--- src/rtl/phycfg_pkg.sv ---
package phycfg_pkg;
  typedef enum logic [2:0] {
    ST_IDLE,
    ST_GOT_FIRST,
    ST_SEND_Q1,
    ST_SEND_Q2,
    ST_SEND_RAW
  } fmt_state_t;

  typedef enum logic [1:0] {
    WR_NONE,
    WR_FIRST,
    WR_SECOND
  } wr_kind_t;
endpackage

--- src/rtl/phycfg_decode.sv ---
module phycfg_decode #(
  parameter int ADDR_W = 8,
  parameter int MARK_W = 16,
  parameter logic [ADDR_W-1:0] FIRST_OFS = 8'h80,
  parameter logic [ADDR_W-1:0] SECOND_OFS = 8'h8C,
  parameter logic [MARK_W-1:0] MARKER = 16'h00E0
) (
  input  logic                  wr_en,
  input  logic [ADDR_W-1:0]     wr_addr,
  input  logic [MARK_W-1:0]     wr_low,
  output phycfg_pkg::wr_kind_t  wr_kind,
  output logic                  is_marker
);
  import phycfg_pkg::*;

  always_comb begin
    wr_kind = WR_NONE;
    if (wr_en) begin
      if (wr_addr == FIRST_OFS)       wr_kind = WR_FIRST;
      else if (wr_addr == SECOND_OFS) wr_kind = WR_SECOND;
    end
  end

  assign is_marker = (wr_low == MARKER);
endmodule

--- src/rtl/phycfg_pair_chk.sv ---
module phycfg_pair_chk #(
  parameter int DATA_W = 32,
  parameter int MARK_W = 16,
  parameter logic [MARK_W-1:0] MARKER = 16'h00E0,
  parameter int NIB_POS = 4
) (
  input  logic [DATA_W-1:0] raw_first,
  input  logic [DATA_W-1:0] held_first,
  input  logic [DATA_W-1:0] second,
  output logic [DATA_W-1:0] clean_first,
  output logic              pair_ok
);
  localparam logic [MARK_W-1:0] NIB_MASK  = MARK_W'(4'hF) << NIB_POS;
  localparam logic [MARK_W-1:0] SENT_MARK = MARKER & ~NIB_MASK;

  assign clean_first = {raw_first[DATA_W-1:MARK_W], SENT_MARK};
  assign pair_ok     = (second == ~held_first);
endmodule

--- src/rtl/phycfg_out_reg.sv ---
module phycfg_out_reg #(
  parameter int DATA_W = 32
) (
  input  logic              clk,
  input  logic              rst,
  input  logic              load,
  input  logic [DATA_W-1:0] load_data,
  input  logic              ready,
  output logic              valid,
  output logic [DATA_W-1:0] data
);
  always_ff @(posedge clk) begin
    if (rst) begin
      valid <= 1'b0;
      data  <= '0;
    end else if (load) begin
      valid <= 1'b1;
      data  <= load_data;
    end else if (valid && ready) begin
      valid <= 1'b0;
    end
  end
endmodule

--- src/rtl/phycfg_tx_fmt.sv ---
module phycfg_tx_fmt #(
  parameter int DATA_W = 32,
  parameter int ADDR_W = 8,
  parameter int MARK_W = 16,
  parameter logic [ADDR_W-1:0] FIRST_OFS = 8'h80,
  parameter logic [ADDR_W-1:0] SECOND_OFS = 8'h8C,
  parameter logic [MARK_W-1:0] MARKER = 16'h00E0,
  parameter int NIB_POS = 4
) (
  input  logic              clk,
  input  logic              rst,
  input  logic              wr_en,
  input  logic [ADDR_W-1:0] wr_addr,
  input  logic [DATA_W-1:0] wr_data,
  output logic              out_valid,
  output logic [DATA_W-1:0] out_data,
  input  logic              out_ready,
  output logic              done,
  output logic              err
);
  import phycfg_pkg::*;

  fmt_state_t        st;
  wr_kind_t          wr_kind;
  logic              is_marker;
  logic [DATA_W-1:0] held_q1, held_q2, clean_first;
  logic              pair_ok, accept, load;
  logic [DATA_W-1:0] load_data;

  phycfg_decode #(
    .ADDR_W(ADDR_W), .MARK_W(MARK_W),
    .FIRST_OFS(FIRST_OFS), .SECOND_OFS(SECOND_OFS), .MARKER(MARKER)
  ) u_dec (
    .wr_en(wr_en), .wr_addr(wr_addr), .wr_low(wr_data[MARK_W-1:0]),
    .wr_kind(wr_kind), .is_marker(is_marker)
  );

  phycfg_pair_chk #(
    .DATA_W(DATA_W), .MARK_W(MARK_W), .MARKER(MARKER), .NIB_POS(NIB_POS)
  ) u_pair (
    .raw_first(wr_data), .held_first(held_q1), .second(wr_data),
    .clean_first(clean_first), .pair_ok(pair_ok)
  );

  phycfg_out_reg #(.DATA_W(DATA_W)) u_out (
    .clk(clk), .rst(rst), .load(load), .load_data(load_data),
    .ready(out_ready), .valid(out_valid), .data(out_data)
  );

  assign accept = out_valid && out_ready;

  always_comb begin
    load      = 1'b0;
    load_data = wr_data;
    case (st)
      ST_IDLE: load = (wr_kind == WR_FIRST) && !is_marker;
      ST_GOT_FIRST: begin
        load      = (wr_kind == WR_SECOND) && pair_ok;
        load_data = held_q1;
      end
      ST_SEND_Q1: begin
        load      = accept;
        load_data = held_q2;
      end
      default: load = 1'b0;
    endcase
  end

  always_ff @(posedge clk) begin
    if (rst) begin
      st      <= ST_IDLE;
      held_q1 <= '0;
      held_q2 <= '0;
      err     <= 1'b0;
      done    <= 1'b0;
    end else begin
      done <= 1'b0;
      case (st)
        ST_IDLE: begin
          if (wr_kind == WR_FIRST) begin
            if (is_marker) begin
              held_q1 <= clean_first;
              st      <= ST_GOT_FIRST;
            end else begin
              st <= ST_SEND_RAW;
            end
          end else if (wr_kind == WR_SECOND) begin
            err <= 1'b1;
          end
        end
        ST_GOT_FIRST: begin
          if (wr_kind == WR_FIRST) begin
            err <= 1'b1;
            st  <= ST_IDLE;
          end else if (wr_kind == WR_SECOND) begin
            if (pair_ok) begin
              held_q2 <= wr_data;
              st      <= ST_SEND_Q1;
            end else begin
              err <= 1'b1;
              st  <= ST_IDLE;
            end
          end
        end
        ST_SEND_Q1:  if (accept) st <= ST_SEND_Q2;
        ST_SEND_Q2: begin
          if (accept) begin
            done <= 1'b1;
            st   <= ST_IDLE;
          end
        end
        ST_SEND_RAW: if (accept) st <= ST_IDLE;
        default:     st <= ST_IDLE;
      endcase
    end
  end
endmodule

--- config.mk ---
export PLATFORM = sky130hd
export DESIGN_NAME = phycfg_tx_fmt
export DESIGN_NICKNAME = d
export VERILOG_FILES = /design/src/rtl/phycfg_pkg.sv /design/src/rtl/phycfg_decode.sv /design/src/rtl/phycfg_pair_chk.sv /design/src/rtl/phycfg_out_reg.sv /design/src/rtl/phycfg_tx_fmt.sv
export SDC_FILE = /design/constraint.sdc
export NUM_CORES = 1
export LEC_CHECK = 0
export BUFFER_PORTS_ARGS = -buffer_cell sky130_fd_sc_hd__buf_4
export CAP_MARGIN = 10
export CORE_ASPECT_RATIO = 0.75
export CORE_MARGIN = 1
export CORE_UTILIZATION = 50
export DETAILED_ROUTE_END_ITERATION = 10
export PLACE_DENSITY = 0.73
export SLEW_MARGIN = 10
export SYNTH_ARGS = -nofsm -noshare
export SYNTH_HDL_FRONTEND = slang
export SYNTH_SLANG_ARGS = --single-unit
--- constraint.sdc ---
create_clock -name clk -period 2.32 [get_ports clk]
set_input_delay 0.348 -clock clk [delete_from_list [all_inputs] [get_ports clk]]
set_output_delay 0.348 -clock clk [all_outputs]
set_load 0.05 [all_outputs]
---- After elaboration in Yosys (flattened, before gate mapping) ----
Index checks and enable logic that the tools add are counted.
W data, S select, Z words.
operators by class
  equal/unequal tests ..................... 17
  multiplexer cells ....................... 22
  bitwise logic cells ..................... 3
  reduce and logical (&&, ||, !) cells .... 13
operators with widths
  operator               count
  $pmux W32 S2           1
  $eq A32 B32 Y1         1
  $not A32 Y32           1
  $mux W3                6
  $eq A16 B8 Y1 const B  1
  $eq A8 B8 Y1 const B   2
  $pmux W3 S4            1
  $mux W1                8
  $mux W2                4
  $ne A2 B2 Y1 const B   4
  $reduce_and A4 Y1      2
  $eq A3 B2 Y1 const B   2
  $ne A3 B3 Y1 const B   2
  $reduce_and A5 Y1      1
  $reduce_bool A2 Y1     2
  $reduce_or A2 Y1       2
  $eq A3 B1 Y1 const B   1
  $eq A3 B3 Y1 const B   1
  $logic_and A1 B1 Y1    3
  $logic_not A3 Y1       1
  $pmux W1 S3            1
  $reduce_and A3 Y1      1
  $eq A2 B1 Y1 const B   1
  $eq A2 B2 Y1 const B   1
  other kinds (4)        5
word-level totals
  bits in registers ....................... 86
  bits of input ports ..................... 44
  output and inout bits ................... 35

---- Logic depth before layout (Yosys ltp) ----
  word-level depth ........................ 8
  gate-level depth with buffers ........... 9

---- Modules after synthesis ----
A second synthesis with hierarchy kept.
unflattened totals
  cell total of the unflattened synthesis .. 671
  area total of the unflattened synthesis .. 5392.7 um^2
modules (own cells, without submodules)
  module           times used  cells each  area each (um^2)
  phycfg_tx_fmt    1           477         3508.4
  phycfg_out_reg   1           108         1204.9
  phycfg_pair_chk  1           76          590.6
  phycfg_decode    1           10          88.8

---- Worst setup path before layout ----
No wires, ideal clock.
  path kind ............................... input-to-reg
  start point ............................. input port wr_data[0]
  end point ............................... register u_out.valid
  setup time .............................. 115 ps
  arrival time ............................ 2163 ps
  required time ........................... 2205 ps
  path slack .............................. 42 ps
  stages on the path ...................... 9
  buffers on the path ..................... 3
  cell sequence ........................... or4_1 > nor2_1 > nand4_2 > a32o_1 > buf_6 > or2_1 > buf_6 > buf_6 > o21a_1
between the ends
  cells in the longest elaborated chain, start to end .. 5
  elaborated cells between the ends (all ways) .. 8
ends and longest elaborated chain
  what                                                  RTL line              text
  from (decl)                                           phycfg_tx_fmt.sv:14   input logic [DATA_W-1:0] wr_data,
  $eq A16 B8 Y1                                         phycfg_decode.sv:24   assign is_marker = (wr_low == MARKER);
  $logic_not A1 Y1                                      phycfg_tx_fmt.sv:56   ST_IDLE: load = (wr_kind == WR_FIRST) && !is_marker;
  $logic_and A1 B1 Y1                                   phycfg_tx_fmt.sv:56
  $pmux W1 S3 *                                         phycfg_tx_fmt.sv:55   case (st)
  $mux W1 / $reduce_bool A2 Y1 (equally long branches)  --
  to (signal assigned)                                  phycfg_out_reg.sv:14  valid <= 1'b0;
  to (signal assigned)                                  phycfg_out_reg.sv:17  valid <= 1'b1;
  to (signal assigned)                                  phycfg_out_reg.sv:20  valid <= 1'b0;
  to (decl)                                             phycfg_out_reg.sv:9   output logic valid,
Mark *: on every way between the ends. The rest lies on a longest branch, timed or not.
A chain may end at the register's enable or synchronous reset.

---- Worst setup path after layout ----
  start point ............................. register held_q1[22]
  end point ............................... register held_q2[16]
between the ends
  cells in the longest elaborated chain, start to end .. 3
ends and longest elaborated chain
  what                         RTL line               text
  from (decl)                  phycfg_tx_fmt.sv:26    logic [DATA_W-1:0] held_q1, held_q2, clean_first;
  from (signal assigned)       phycfg_tx_fmt.sv:82    held_q1 <= clean_first;
  $not A32 Y32                 phycfg_pair_chk.sv:17  assign pair_ok = (second == ~held_first);
  $eq A32 B32 Y1               phycfg_pair_chk.sv:17
  $reduce_and A4 Y1 (no line)  --
  to (signal assigned)         phycfg_tx_fmt.sv:97    held_q2 <= wr_data;
  to (decl)                    phycfg_tx_fmt.sv:26
No other way between the ends.

==> reports/metrics.yaml <==
run_status: "complete, no violations"
antennaDiodeCount: 0
p_int_mw: 2.259
grt_pass1_wl_microns: 16490
worst_ep_arrival_time_ns: 2.37
rows: 28
rsz0062_at_grt: "false"
wirelength_microns: 10250
synth_ff_type: "dfxtp_1"
synth_common_cells: "dfxtp_1 (86), nor2_1 (72), mux2i_1 (47)"
firstDrtPassIters: 6
seqPwrFrac_pct: 51.0
finalWeightedCongestion: 0.8335
vias_per_cell: 5.723
clockBufferDepth: 2
initial_utilization_pct: 51.62
netlist_area_sq_um: 4069
post-place-cells: 601
p_leak_nw: 1.841
fin_crit_sh_pct: 93.01
hold_ws_ns: 0.2668
synthTopCellsByArea: "dfxtp_1 (42%), mux2i_1 (12%), nor2_1 (6.6%), a211oi_2 (4.9%), a22o_1 (3.2%)"
grt.overflow.total: 0
syn_inst: 432
htree_levels: 3
nFillCells: 670
synth_top_family_by_area: "compound AO/OA/AOI/OAI gates"
syn_avg_cell_area_sq_um: 9.419
synth_top_area_share_pct: 42.31
r2r_slack_ns: 0.16
cp_slowest_stage_delay_ns: 0.38
clk_latency_ns: 0.35
wl_per_cell_microns: 16.60
clk_pin_slew_ns: 0.08
post-cts-setup-buffers: 0
fin_skew_ns: 0.005782
portBuffers: 78
worst_pin_slew_ns: 1.133
end_kind: "flop"
grt_pass1_vias: 3271
slew_viol_final: 0
synth_seq_cells: 86
cts_buffers: 9
yosysMostFrequentCell: "dfxtp_1"
synth_nets: 476
layoutNonFillerInstCount: 617
startpoint_type: "flop"
synthMuxAreaShare_pct: 11.56
yosys.area_share.adder_pct: 0
die_h_microns: 80.13
critical_path_class: "reg2reg"
synth_top_area_cell: "dfxtp_1"
area_growth_pct: 24.51
worstHoldStart: "wr_data[24]"
synth_edf_count: 0
hold_viol_final: 0
layout-drive-gt1-share_pct: 27.73
synth-async-reset-ratio_pct: 0
cts_tree: "done"
drv_cap: 0
clockRootBuffer: "clkbuf_8"
cp_slowest_cell: "nor4_1"
place_area_sq_um: 4825
num_vias: 3531
grt_usage_pct: 25.14
antenna_left: 0
cts.sinks: 86
stdcell_area_sq_um: 5066
fmax_ghz: 0.4634
cp.required_ns: 2.53
synthSimpleGateAreaFrac_pct: 17.34
power.density_nw_per_um2: 571.1
yosysWarnings: 0
hold_class: "in2reg"
coreArea_sq_um: 7883
cp_max_fo: 23
drc_errors: 0
clkPwrFrac_pct: 42.4
grt_max_degree: 69
hold_buffers: 0
dr.first_iter.drc_count: 178
cp_top_family: "simple AND/OR/NAND/NOR gates"
period_minus_slack_ns: 2.158
crit_start: "held_q1[22]$_SDFFE_PP0P_"
pre_cts_slack_ns: -0.06979
ys_types: 44
swShare_pct: 21.93
post_cts_resize_count: 0
antenna_found_initial: 0
combPwrFrac_pct: 6.6
io_pins: 79
final_nets: 551
p_sw_mw: 0.6345
slew_headroom_pct: 23.95
critical_path.cell_chain: "xnor2_1, nor4_1, nand2_1, nor4_4, buf_4, mux2i_1, nor2_1"
synth_xor_area_share_pct: 3.659
setup_ws_ns: 0.1622
hpwl_microns: 6949
synth_compound_area_share_pct: 20.05
path_buf_inv: 1
die_width_microns: 106.2
worstReg2RegStart: "held_q1[22]$_SDFFE_PP0P_"
seq_area_frac_synth_pct: 42.31
max-vdd-ir-drop_uv: 340.2
finalSetupViolCount: 0
die_area_sq_um: 8506
final_util_pct: 64.27
[cell type report]
class                           instances  area [sq um]  area share (%)
Inverter                                3         11.26          0.2223
Timing Repair Buffer                  103         810.8           16.00
Clock inverter                          4         76.32           1.507
Multi-Input combinational cell        304          2150           42.43
Tap cell                              105         131.4           2.593
Sequential cell                        86          1722           33.98
Clock buffer                           12         165.2           3.260
[sequential cells by signal, indices dropped and copies added, names as in the netlist]
name,cells
st,3
held_q1,16
done,1
err,1
u_out.valid,1
u_out.data,32
held_q2,32
[worst paths after layout]
| path | depth (start not counted) | endpoint |
|---|---|---|
| hold reg to reg | 2 | u_out.data[28]$_SDFFE_PP0P_ |
| setup reg to reg | 7 | held_q2[16]$_SDFFE_PP0P_ |
| hold / removal | 3 | held_q2[24]$_SDFFE_PP0P_ |
| setup / recovery | 7 | held_q2[16]$_SDFFE_PP0P_ |
[worst reg2reg max path: cells and delay by family, from the launching register on]
family	cells	cell delay, ns
and+or+nand+nor	4	0.96
buffers and inverters	1	0.35
DFF	1	0.34
muxes	1	0.23
xor gates and xnor gates	1	0.13
[routing by layer]
metal	wire length, microns	track usage, %
met5	0	0
met4	85	5.417
met3	644	7.468
met2	4513	36.49
met1	5001	36.40
[stage by stage]
stage	power, mW	setup TNS (ns)
after floorplan	1.589	0
after global placement	1.698	-0.5802
after detailed placement	1.699	-0.6762
after CTS	2.917	0
after global routing	3.004	0
final	2.893	0
[cells by family after synthesis]
group | count (synthesis)
buf+inv | 42
simple gates | 148
xor+xnor | 17
mux | 47
flops | 86
compound gates | 92
[power by group through the flow]
stage	Clock [mW]	Combinational [mW]	Sequential (mW)
CTS	1.25	0.190	1.48
finish	1.23	0.190	1.48
floorplan	0	0.0743	1.51
global placement	0	0.187	1.51
global route	1.32	0.204	1.48
detailed placement	0	0.189	1.51
[cells in the final DEF, fill, tap and decap left out, types with 2 or more instances in the layout]
master and instances:
a31oi_1 2, a22o_1 15, a211oi_1 2, nor4_4 3, nor4_1 7, mux2i_1 47
bufinv_16 2, a211oi_2 16, o221ai_1 15, o22a_1 15, nand3_1 3, dfxtp_1 86
nand2b_1 2, buf_12 3, o21ai_1 2, nand2_1 28, xor2_1 3, o21a_1 2
nor3_1 18, xnor2_1 14, buf_4 100, nand4_1 4, a21oi_1 2, a22oi_1 16
clkbuf_8 12, nor2_1 72
Power figures use the tool's default switching activity.
